## src/rtl/rtc_pkg.sv

```systemverilog
package rtc_pkg;

    localparam int WORD_W = 32;
    localparam int SEC_W  = 6;
    localparam int MNT_W  = 6;
    localparam int HR_W   = 5;
    localparam int DAY_W  = 5;
    localparam int MON_W  = 4;
    localparam int YR_W   = 7;
    localparam int CENT_W = 5;

    // word indices on the register bus
    localparam int IDX_TIME   = 0;
    localparam int IDX_DATE   = 1;
    localparam int IDX_ALARM  = 2;
    localparam int IDX_CTRL   = 4;
    localparam int IDX_ALSTAT = 5;

    localparam logic [WORD_W-1:0] TIME_MASK = 32'h1F1F_3F3F;
    localparam logic [WORD_W-1:0] DATE_MASK = 32'h001F_7F0F;

    typedef struct packed {
        logic [CENT_W-1:0] cent;
        logic [YR_W-1:0]   yr;
        logic [MON_W-1:0]  mon;
        logic [DAY_W-1:0]  day;
        logic [HR_W-1:0]   hr;
        logic [MNT_W-1:0]  mnt;
        logic [SEC_W-1:0]  sec;
    } cal_t;

    function automatic logic [WORD_W-1:0] pack_time(input cal_t c);
        return {3'b000, c.day, 3'b000, c.hr, 2'b00, c.mnt, 2'b00, c.sec};
    endfunction

    function automatic logic [WORD_W-1:0] pack_date(input cal_t c);
        return {11'd0, c.cent, 1'b0, c.yr, 4'd0, c.mon};
    endfunction

    // Since 100 is a multiple of 4, the two-digit year alone decides
    // divisibility by 4; year 00 defers the decision to the century.
    function automatic logic is_leap(input logic [YR_W-1:0] yr,
                                     input logic [CENT_W-1:0] cent);
        if (yr == '0)
            return (cent[1:0] == 2'b00);
        return (yr[1:0] == 2'b00);
    endfunction

    function automatic logic [DAY_W-1:0] month_days(input logic [MON_W-1:0] mon,
                                                    input logic leap);
        case (mon)
            4'd2:                      return leap ? DAY_W'(29) : DAY_W'(28);
            4'd4, 4'd6, 4'd9, 4'd11:   return DAY_W'(30);
            default:                   return DAY_W'(31);
        endcase
    endfunction

endpackage

```

## src/rtl/rtc_roll_stage.sv

```systemverilog
module rtc_roll_stage #(
    parameter int W = 6
) (
    input  logic [W-1:0] cur_i,
    input  logic [W-1:0] last_i,
    input  logic [W-1:0] first_i,
    input  logic         carry_i,
    output logic [W-1:0] next_o,
    output logic         carry_o
);

    logic at_end;

    always_comb begin
        at_end  = (cur_i >= last_i);
        carry_o = carry_i && at_end;
        if (!carry_i)
            next_o = cur_i;
        else if (at_end)
            next_o = first_i;
        else
            next_o = cur_i + W'(1);
    end

endmodule

```

## src/rtl/rtc_time_core.sv

```systemverilog
module rtc_time_core
    import rtc_pkg::*;
(
    input  logic              clk,
    input  logic              rst,
    input  logic              step_i,
    input  logic              ld_time_i,
    input  logic              ld_date_i,
    input  logic [WORD_W-1:0] wdata_i,
    output cal_t              now_o
);

    cal_t now_q;
    cal_t nxt;
    logic c_sec, c_mnt, c_hr, c_day, c_mon, c_yr;
    logic [DAY_W-1:0] last_day;

    assign last_day = month_days(now_q.mon, is_leap(now_q.yr, now_q.cent));

    rtc_roll_stage #(.W(SEC_W)) u_sec (
        .cur_i(now_q.sec), .last_i(SEC_W'(59)), .first_i(SEC_W'(0)),
        .carry_i(step_i), .next_o(nxt.sec), .carry_o(c_sec));

    rtc_roll_stage #(.W(MNT_W)) u_mnt (
        .cur_i(now_q.mnt), .last_i(MNT_W'(59)), .first_i(MNT_W'(0)),
        .carry_i(c_sec), .next_o(nxt.mnt), .carry_o(c_mnt));

    rtc_roll_stage #(.W(HR_W)) u_hr (
        .cur_i(now_q.hr), .last_i(HR_W'(23)), .first_i(HR_W'(0)),
        .carry_i(c_mnt), .next_o(nxt.hr), .carry_o(c_hr));

    rtc_roll_stage #(.W(DAY_W)) u_day (
        .cur_i(now_q.day), .last_i(last_day), .first_i(DAY_W'(1)),
        .carry_i(c_hr), .next_o(nxt.day), .carry_o(c_day));

    rtc_roll_stage #(.W(MON_W)) u_mon (
        .cur_i(now_q.mon), .last_i(MON_W'(12)), .first_i(MON_W'(1)),
        .carry_i(c_day), .next_o(nxt.mon), .carry_o(c_mon));

    rtc_roll_stage #(.W(YR_W)) u_yr (
        .cur_i(now_q.yr), .last_i(YR_W'(99)), .first_i(YR_W'(0)),
        .carry_i(c_mon), .next_o(nxt.yr), .carry_o(c_yr));

    assign nxt.cent = now_q.cent + CENT_W'(c_yr);

    always_ff @(posedge clk) begin
        if (rst) begin
            now_q <= '0;
        end else if (ld_time_i) begin
            now_q.day <= wdata_i[28:24];
            now_q.hr  <= wdata_i[20:16];
            now_q.mnt <= wdata_i[13:8];
            now_q.sec <= wdata_i[5:0];
        end else if (ld_date_i) begin
            now_q.cent <= wdata_i[20:16];
            now_q.yr   <= wdata_i[14:8];
            now_q.mon  <= wdata_i[3:0];
        end else begin
            now_q <= nxt;
        end
    end

    assign now_o = now_q;


    sec_wrap_chk: assert property (@(posedge clk) disable iff (rst)
        (step_i && !ld_time_i && !ld_date_i && now_q.sec == SEC_W'(59))
        |=> (now_q.sec == '0));


    idle_hold_chk: assert property (@(posedge clk) disable iff (rst)
        (!step_i && !ld_time_i && !ld_date_i) |=> $stable(now_q));


    load_wins_chk: assert property (@(posedge clk) disable iff (rst)
        ld_time_i |=> (now_q.sec == $past(wdata_i[5:0]) &&
                       now_q.day == $past(wdata_i[28:24]) &&
                       $stable(now_q.mon)));


    cent_carry_chk: assert property (@(posedge clk) disable iff (rst)
        (step_i && !ld_time_i && !ld_date_i && now_q.yr == YR_W'(99) &&
         now_q.mon == MON_W'(12) && now_q.day == DAY_W'(31) &&
         now_q.hr == HR_W'(23) && now_q.mnt == MNT_W'(59) &&
         now_q.sec == SEC_W'(59))
        |=> (now_q.yr == '0 && now_q.cent == CENT_W'($past(now_q.cent) + 1)));

endmodule

```

## src/rtl/rtc_reg_if.sv

```systemverilog
module rtc_reg_if
    import rtc_pkg::*;
#(
    parameter int ADDR_W = 3
) (
    input  logic              clk,
    input  logic              rst,
    input  logic              wr_en,
    input  logic              rd_en,
    input  logic [ADDR_W-1:0] addr,
    input  logic [WORD_W-1:0] wdata,
    input  cal_t              now_i,
    output logic              run_o,
    output logic              ld_time_o,
    output logic              ld_date_o,
    output logic [WORD_W-1:0] rdata,
    output logic              rd_valid
);

    localparam logic [ADDR_W-1:0] A_TIME   = ADDR_W'(IDX_TIME);
    localparam logic [ADDR_W-1:0] A_DATE   = ADDR_W'(IDX_DATE);
    localparam logic [ADDR_W-1:0] A_ALARM  = ADDR_W'(IDX_ALARM);
    localparam logic [ADDR_W-1:0] A_CTRL   = ADDR_W'(IDX_CTRL);
    localparam logic [ADDR_W-1:0] A_ALSTAT = ADDR_W'(IDX_ALSTAT);

    logic              run_q;
    logic              unlock_q;
    logic [WORD_W-1:0] held_time;
    logic [WORD_W-1:0] held_date;

    assign ld_time_o = wr_en && unlock_q && (addr == A_TIME);
    assign ld_date_o = wr_en && unlock_q && (addr == A_DATE);
    assign run_o     = run_q;

    always_ff @(posedge clk) begin
        if (rst) begin
            run_q     <= 1'b0;
            unlock_q  <= 1'b0;
            held_time <= '0;
            held_date <= '0;
            rdata     <= '0;
            rd_valid  <= 1'b0;
        end else begin
            rd_valid <= rd_en;
            if (wr_en) begin
                if (addr == A_CTRL) begin
                    run_q    <= wdata[0];
                    unlock_q <= wdata[1];
                end
                if (ld_time_o) held_time <= wdata & TIME_MASK;
                if (ld_date_o) held_date <= wdata & DATE_MASK;
            end
            if (rd_en) begin
                case (addr)
                    A_TIME: begin
                        if (run_q) begin
                            held_time <= pack_time(now_i);
                            rdata     <= pack_time(now_i);
                        end else begin
                            rdata <= held_time;
                        end
                    end
                    A_DATE: begin
                        if (run_q) begin
                            held_date <= pack_date(now_i);
                            rdata     <= pack_date(now_i);
                        end else begin
                            rdata <= held_date;
                        end
                    end
                    A_CTRL:  rdata <= {{(WORD_W-2){1'b0}}, unlock_q, run_q};
                    default: rdata <= '0;
                endcase
            end
        end
    end


    rd_valid_chk: assert property (@(posedge clk) disable iff (rst)
        rd_en |=> rd_valid);


    alarm_zero_chk: assert property (@(posedge clk) disable iff (rst)
        (rd_en && (addr == A_ALARM || addr == A_ALSTAT)) |=> (rdata == '0));


    ctrl_upper_chk: assert property (@(posedge clk) disable iff (rst)
        (rd_en && addr == A_CTRL) |=> (rdata[WORD_W-1:2] == '0));


    locked_drop_chk: assert property (@(posedge clk) disable iff (rst)
        (wr_en && !unlock_q && !rd_en && (addr == A_TIME || addr == A_DATE))
        |=> ($stable(held_time) && $stable(held_date)));

endmodule

```

## src/rtl/rtc_calendar.sv

```systemverilog
module rtc_calendar
    import rtc_pkg::*;
#(
    parameter int ADDR_W = 3
) (
    input  logic              clk,
    input  logic              rst,
    input  logic              tick,
    input  logic              wr_en,
    input  logic              rd_en,
    input  logic [ADDR_W-1:0] addr,
    input  logic [31:0]       wdata,
    output logic [31:0]       rdata,
    output logic              rd_valid
);

    cal_t now;
    logic run;
    logic ld_time;
    logic ld_date;

    rtc_reg_if #(.ADDR_W(ADDR_W)) u_regs (
        .clk(clk), .rst(rst), .wr_en(wr_en), .rd_en(rd_en), .addr(addr),
        .wdata(wdata), .now_i(now), .run_o(run), .ld_time_o(ld_time),
        .ld_date_o(ld_date), .rdata(rdata), .rd_valid(rd_valid));

    rtc_time_core u_core (
        .clk(clk), .rst(rst), .step_i(tick && run), .ld_time_i(ld_time),
        .ld_date_i(ld_date), .wdata_i(wdata), .now_o(now));

endmodule

```

## config.mk

```make
export PLATFORM = sky130hd
export DESIGN_NAME = rtc_calendar
export DESIGN_NICKNAME = d
export VERILOG_FILES = /design/src/rtl/rtc_pkg.sv /design/src/rtl/rtc_roll_stage.sv /design/src/rtl/rtc_time_core.sv /design/src/rtl/rtc_reg_if.sv /design/src/rtl/rtc_calendar.sv
export SDC_FILE = /design/constraint.sdc
export NUM_CORES = 1
export LEC_CHECK = 0
export ABC_AREA = 1
export CORE_UTILIZATION = 53
export CTS_BUF_LIST = sky130_fd_sc_hd__clkbuf_4 sky130_fd_sc_hd__clkbuf_8
export CTS_CLUSTER_DIAMETER = 40
export DETAILED_ROUTE_END_ITERATION = 8
export GPL_ROUTABILITY_DRIVEN = 0
export PLACE_DENSITY_LB_ADDON = 0.3
export SYNTH_ARGS = -nofsm -noshare
export SYNTH_HDL_FRONTEND = slang
export SYNTH_HIERARCHICAL = 1
export SYNTH_SLANG_ARGS = --single-unit
```

## constraint.sdc

```tcl
create_clock -name clk -period 5.28 [get_ports clk]
set_input_delay 0.792 -clock clk [delete_from_list [all_inputs] [get_ports clk]]
set_output_delay 0.792 -clock clk [all_outputs]
set_load 0.1 [all_outputs]
```

After elaboration in Yosys (flattened, before gate mapping)
Index checks and enable logic that the tools add are counted.
{ "word_totals": {"ff_bits": 137, "inputBits": 40, "out_inout_bits": 33} }
{ "op_classes": {"add_sub_neg": 7, "magnitude_cmp": 6, "n_eq_ne": 8, "muxes": 33, "bitwise_logic": 1, "n_reduce_logical": 28} }
{ "op_table": {"columns": ["operator", "count"], "rows": [
  ["32-bit two-way mux", 12],
  ["32-bit one-hot mux with 3 select lines", 1],
  ["22-bit two-way mux", 2],
  ["6-bit two-way mux", 4],
  ["5-bit two-way mux", 4],
  ["16-bit two-way mux", 1],
  ["7-bit two-way mux", 2],
  ["2-bit AND reduction", 7],
  ["6-bit by 1-bit adder with 6-bit output, second input constant", 2],
  ["6-bit >= comparator, second input constant", 2],
  ["2-bit nonzero test", 6],
  ["5-bit by 1-bit adder with 5-bit output, second input constant", 2],
  ["1-bit logical AND", 10],
  ["5-bit one-hot mux with 2 select lines", 1],
  ["4-bit by 3-bit == test with 1-bit output, second input constant", 2],
  ["4-bit == test, second input constant", 2],
  ["4-bit two-way mux", 2],
  ["7-bit by 1-bit adder with 7-bit output, second input constant", 1],
  ["7-bit >= comparator, second input constant", 1],
  ["7-bit zero test", 1],
  ["5-bit by 1-bit adder with 5-bit output", 1],
  ["5-bit >= comparator", 1],
  ["5-bit >= comparator, second input constant", 1],
  ["4-bit by 1-bit adder with 4-bit output, second input constant", 1],
  ["other kinds (10)", 14]
]} }

Depth between registers and ports, before layout
{ "logic_depth": {"word_depth": 11, "mapped_depth": 26, "depth_no_buf": 25} }

Hierarchy
The synthesis kept the hierarchy.
{ "by_module_without_submodules": {"columns": ["module", "n_inst", "cells_per_inst", "area_each_um2", "seq_area_each_um2"], "rows": [
  ["rtc_reg_if", 1, 721, 4707.0, 1981.9],
  ["rtc_time_core", 1, 309, 2042.0, 760.7],
  ["rtc_roll_stage at u_core.u_mnt ...", 2, 86, 450.4, 0.0],
  ["rtc_roll_stage at u_core.u_day ...", 2, 72, 392.9, 0.0],
  ["rtc_roll_stage at u_core.u_yr", 1, 98, 535.5, 0.0],
  ["rtc_roll_stage at u_core.u_mon", 1, 58, 314.1, 0.0],
  ["rtc_calendar", 1, 2, 7.5, 0.0]
]} }

Worst setup path after synthesis
No wires, ideal clock.
{ "synth_timing": {"path_type": "input port to flip-flop", "start": "in tick", "end": "reg u_core.now_q, in the netlist u_core/now_o[37]", "arrival_ps": 3972, "t_required_ps": 5171, "setup_slack_ps": 1199, "stages": 22, "path_buffers": 1, "path_cell_list": "nand2_1 inv_1 inv_1 a21oi_1 inv_1 a21oi_1 inv_1 a21oi_1 inv_1 a21oi_1 nand2_1 inv_1 clkbuf_8 inv_1 a21oi_1 ha_1 ha_1 nand3_1 nand2_1 nand3_1 nand2_1 inv_1"} }
{ "synth_between": {"elab_chain_len": 9} }
{ "synth_lines": {"columns": ["item", "line_no", "text"], "rows": [
  ["from (decl)", "rtc_calendar.sv:8", "input logic tick,"],
  ["1-bit logical AND", "rtc_calendar.sv:28", ".clk(clk), .rst(rst), .step_i(tick && run), .ld_time_i(ld_time),"],
  ["1-bit logical AND", "rtc_roll_stage.sv:16", "carry_o = carry_i && at_end;"],
  ["net u_core.c_sec", "rtc_time_core.sv:15", "logic c_sec, c_mnt, c_hr, c_day, c_mon, c_yr;"],
  ["1-bit logical AND", "rtc_roll_stage.sv:16", null],
  ["net u_core.c_mnt", "rtc_time_core.sv:15", null],
  ["1-bit logical AND", "rtc_roll_stage.sv:16", null],
  ["net u_core.c_hr", "rtc_time_core.sv:15", null],
  ["1-bit logical AND", "rtc_roll_stage.sv:16", null],
  ["net u_core.c_day", "rtc_time_core.sv:15", null],
  ["1-bit logical AND", "rtc_roll_stage.sv:16", null],
  ["net u_core.c_mon", "rtc_time_core.sv:15", null],
  ["1-bit logical AND", "rtc_roll_stage.sv:16", null],
  ["net u_core.c_yr", "rtc_time_core.sv:15", null],
  ["5-bit by 1-bit adder with 5-bit output", "rtc_time_core.sv:44", "assign nxt.cent = now_q.cent + CENT_W'(c_yr);"],
  ["16-bit two-way mux", "rtc_time_core.sv:54", "end else if (ld_date_i) begin"],
  ["to (signal assigned)", "rtc_time_core.sv:59", "now_q <= nxt;"],
  ["to (decl)", "rtc_time_core.sv:13", "cal_t now_q;"]
]} }
The timed path passes the listed nets, and every way through them passes these cells.
A chain may end at the register's enable or synchronous reset.

Final worst setup path
{ "layout_timing": {"start": "reg u_core.now_q, in the netlist u_core/now_o[0]", "end": "reg u_core.now_q, in the netlist u_core/now_o[37]"} }
{ "layout_between": {"elab_chain_len": 9} }
{ "layout_lines": {"columns": ["item", "line_no", "text"], "rows": [
  ["6-bit >= comparator", "rtc_roll_stage.sv:15", "at_end = (cur_i >= last_i);"],
  ["1-bit logical AND", "rtc_roll_stage.sv:16", null],
  ["net u_core.c_sec", "rtc_time_core.sv:15", null],
  ["1-bit logical AND", "rtc_roll_stage.sv:16", null],
  ["net u_core.c_mnt", "rtc_time_core.sv:15", null],
  ["1-bit logical AND", "rtc_roll_stage.sv:16", null],
  ["net u_core.c_hr", "rtc_time_core.sv:15", null],
  ["1-bit logical AND", "rtc_roll_stage.sv:16", null],
  ["net u_core.c_day", "rtc_time_core.sv:15", null],
  ["1-bit logical AND", "rtc_roll_stage.sv:16", null],
  ["net u_core.c_mon", "rtc_time_core.sv:15", null],
  ["1-bit logical AND", "rtc_roll_stage.sv:16", null],
  ["net u_core.c_yr", "rtc_time_core.sv:15", null],
  ["5-bit by 1-bit adder with 5-bit output", "rtc_time_core.sv:44", null],
  ["16-bit two-way mux", "rtc_time_core.sv:54", null]
]} }
The timed path passes the listed nets, and every way through them passes these cells.

==> qor.yml <==
yosys:
  count_of_flip_flops_with_a_built_in_enable_after_synthesis: 0
  post_synth_inst_count: 1504
  synthDominantCellAreaShare: 0.295
  synth.most_common_cell: "nand2_1"
  synth_top_cells_by_area: "dfxtp_1, nand2_1, nand3_1, inv_1, ha_1"
  synth.yosys.seq_area_share: 0.295
  synth-warning-count: 6
  yosys.area.top_type: "dfxtp_1"
  post_synth_num_cell_types: 39
  syn-cell-area_um2: 9290
  avgSynthCellArea_um2: 6.18
  synthFlopType: "dfxtp_1"
  synth_commonest_cells: "nand2_1, inv_1, nand3_1"
  post_synthesis_async_set_or_reset_flop_share: 0
  ys_ff_latch: 137
die:
  io_pins: 73
  die_h_um: 134
  number_of_cell_rows: 48
  fp.dieArea_um2: 18100
  initial_utilization: 0.539
  coreArea_um2: 17200
  die_w_um: 134
detailed_routing:
  drt-vias-per-instance: 5.11
  wire_length_per_cell_after_detailed_routing_um: 12.9
  remaining_drc_errors: 1
  ant_nets: 0
  detail_route.first_pass.iterations: 7
  postRouteWirelength_mm: 23.8
  drt_iter0_markers: 980
  num_vias: 9396
cts:
  worst_skew_pair.late_latency_ns: 0.47
  h-tree-depth: 4
  clk_root_buffer_cell: "clkbuf_8"
  ctsResizeCount: 0
  cts.sinks: 137
  ctsHoldBuffers: 0
  clk_pin_slew_ns: 0.08
  cts_tree: "yes"
  post-cts-setup-buffer-count: 0
  cts_buffers: 17
  clock_tree.buffer_depth: 2
power:
  power.combinational.fraction: 0.083
  seq_power_share: 0.498
  p_sw_frac: 0.268
  power_switching_uw: 561
  power.ir.vdd_worst_v: 0.000157
  post-layout-total-power_mw: 2.09
  cellPowerDensity_nw_per_um2: 198
  clock_power_share: 0.419
  internal_power_mw: 1.53
  total_leakage_power_nw: 5.35
global_route:
  grt_util_met1: 0.381
  top_usage_layer: "met2"
  grt_overflow_total: 0
  global_route_wire_length_before_repair_mm: 40.2
  globalRouteTotalUtil: 0.276
  first_global_vias: 8334
  globalRouteMet2Util: 0.435
  grt_util_met3: 0.0408
  largest_net_degree_at_the_start_of_global_routing: 86
  antenna_found_initial: 0
finish:
  antenna_cells: 0
  area_growth_syn_to_layout_pct: 13.8
  nNetsFinal: 1681
  layout.cell_area.non_filler_um2: 10600
  fraction_of_final_layout_cells_with_drive_strength_greater_than_1: 0.0682
sta:
  setup_ws_ns: 1.23
  max_freq_mhz: 247
  rsz0062_at_grt: "no"
  max_slew.worst_pin.slew_ns: 1.21
  timing.final.hold_violations: 0
  fin_hold_ws_ns: 0.441
  min_tclk_post_route_ns: 4.05
  report.final.slew_viol_count: 0
  max_slew_margin: 0.190
  final-setup-viol-count: 0
  timing.clock.skew_ns: 0.00988
  layout_worst_path_cycle_share: 0.767
  tns_ns: 0
status:
  failing_checks: "DRC"
  outcome: "finished, violations left"
setup_path:
  crit_path_end_kind: "flop"
  critical-path-slowest-cell: "dfxtp_1"
  critical_path_data_arrival_time_ns: 4.42
  critical_path_required_ns: 5.65
  critical_path.max_fanout: 8
  cp_slowest_stage_delay_ns: 0.51
  path_class: "reg2reg"
  crit_path_frequent_cell: "inv_1"
  reg2reg_setup_slack_ns: 1.23
  timing.critical_path.from_type: "flop"
place:
  dp_slack_ns: 0.786
  postPlaceCellArea_um2: 10200
  detailedPlacementHpwl_mm: 16.2
  place.port_buffers: 63
worst_hold_path:
  hold_path.class: "reg2reg"
flow_run:
  cap_viol_max_count: 0
per-stage QoR:
stage | std cells | util
floorplan | 1566 | -
finish | 1838 | 0.613
CTS | 1838 | 0.613
global placement | 1806 | 0.590
global route | 1838 | 0.613
detailed placement | 1806 | 0.590
flip-flops by register name, summed over array words and instances (netlist names):
register          flops
u_regs/rd_valid       1
u_regs/run_o          1
u_core/now_o         38
u_regs/held_time     32
u_regs/unlock_q       1
u_regs/rdata         32
u_regs/held_date     32
metal layers:
layer / vias up / wire, µm / part of all wire
met5: - / 0 / 0
met4: 0 / 518 / 0.022
met3: 50 / 1430 / 0.060
met2: 306 / 10400 / 0.44
met1: 4213 / 11400 / 0.48
li1: 4827 / - / -
cell usage in the layout (no fill, tap or decap), types with 4 or more instances in the layout:
cell and instances:
nor2_1 42, clkbuf_8 18, conb_1 64, a21oi_4 5, inv_1 220, nand3_1 173, nor2_2 4, inv_2 10
nor3b_1 12, buf_4 14, nor2b_1 6, clkdlybuf4s50_1 62, dfxtp_1 136, nand2_4 7, o211ai_1 12, nand2_2 20
nand2_1 557, xnor2_1 6, nor2_4 6, o21bai_1 4, nand4_1 10, o21ai_0 64, nand3_2 4, a21oi_1 76
ha_1 41, o21ai_1 10
power by group through the flow:
stage                     combinational [mW]  sequential, mW  clock (mW)
final                                  0.174            1.04       0.877
after global routing                   0.197            1.04       0.931
after CTS                              0.171            1.04       0.888
after detailed placement               0.171            1.07           0
after global placement                 0.169            1.07           0
after floorplan                        0.109            1.07           0
kinds of logic (layout without fill, tap and decap cells):
logic type / after synthesis / count (layout) / share of synthesized area
buf+inv: 292 / 339 / 0.132
compound gates: 174 / 174 / 0.106
xor+xnor: 9 / 9 / 0.00848
simple gates: 849 / 849 / 0.403
flops: 137 / 137 / 0.295
other cells: 2 / 64 / 0.000808
fa+ha+maj: 41 / 41 / 0.0552
path summary, 6_finish.rpt:
| path | start | to | depth (start not counted) |
|---|---|---|---|
| setup / recovery | u_core/now_o[0]$_SDFFE_PP0P_ | u_core/now_o[37]$_SDFFE_PP0N_ | 26 |
| hold / removal | u_regs/held_time[6]$_SDFF_PP0_ | u_regs/held_time[6]$_SDFF_PP0_ | 2 |
| setup reg to reg | u_core/now_o[0]$_SDFFE_PP0P_ | u_core/now_o[37]$_SDFFE_PP0N_ | 26 |
| hold reg to reg | u_regs/held_time[6]$_SDFF_PP0_ | u_regs/held_time[6]$_SDFF_PP0_ | 2 |
critical path: cells and delay by family, from the launching register on:
| kind | cells | cell delay [ns] |
|---|---|---|
| AOI/OAI and AO/OA | 5 | 1.03 |
| adders and majority gates | 3 | 0.75 |
| buffers and inverters | 9 | 0.92 |
| DFF | 1 | 0.51 |
| and+or+nand+nor | 9 | 0.73 |
area by class of cell:
class                           count  area (µm²)
Clock buffer                       19         255
Clock inverter                     13         143
Fill cell                        1617        6670
Inverter                          230         863
Multi-Input combinational cell   1137        5550
Sequential cell                   137        2740
Tap cell                          225         282
Timing Repair Buffer               77         731
Note: power is estimated with default switching activity, not from simulation.
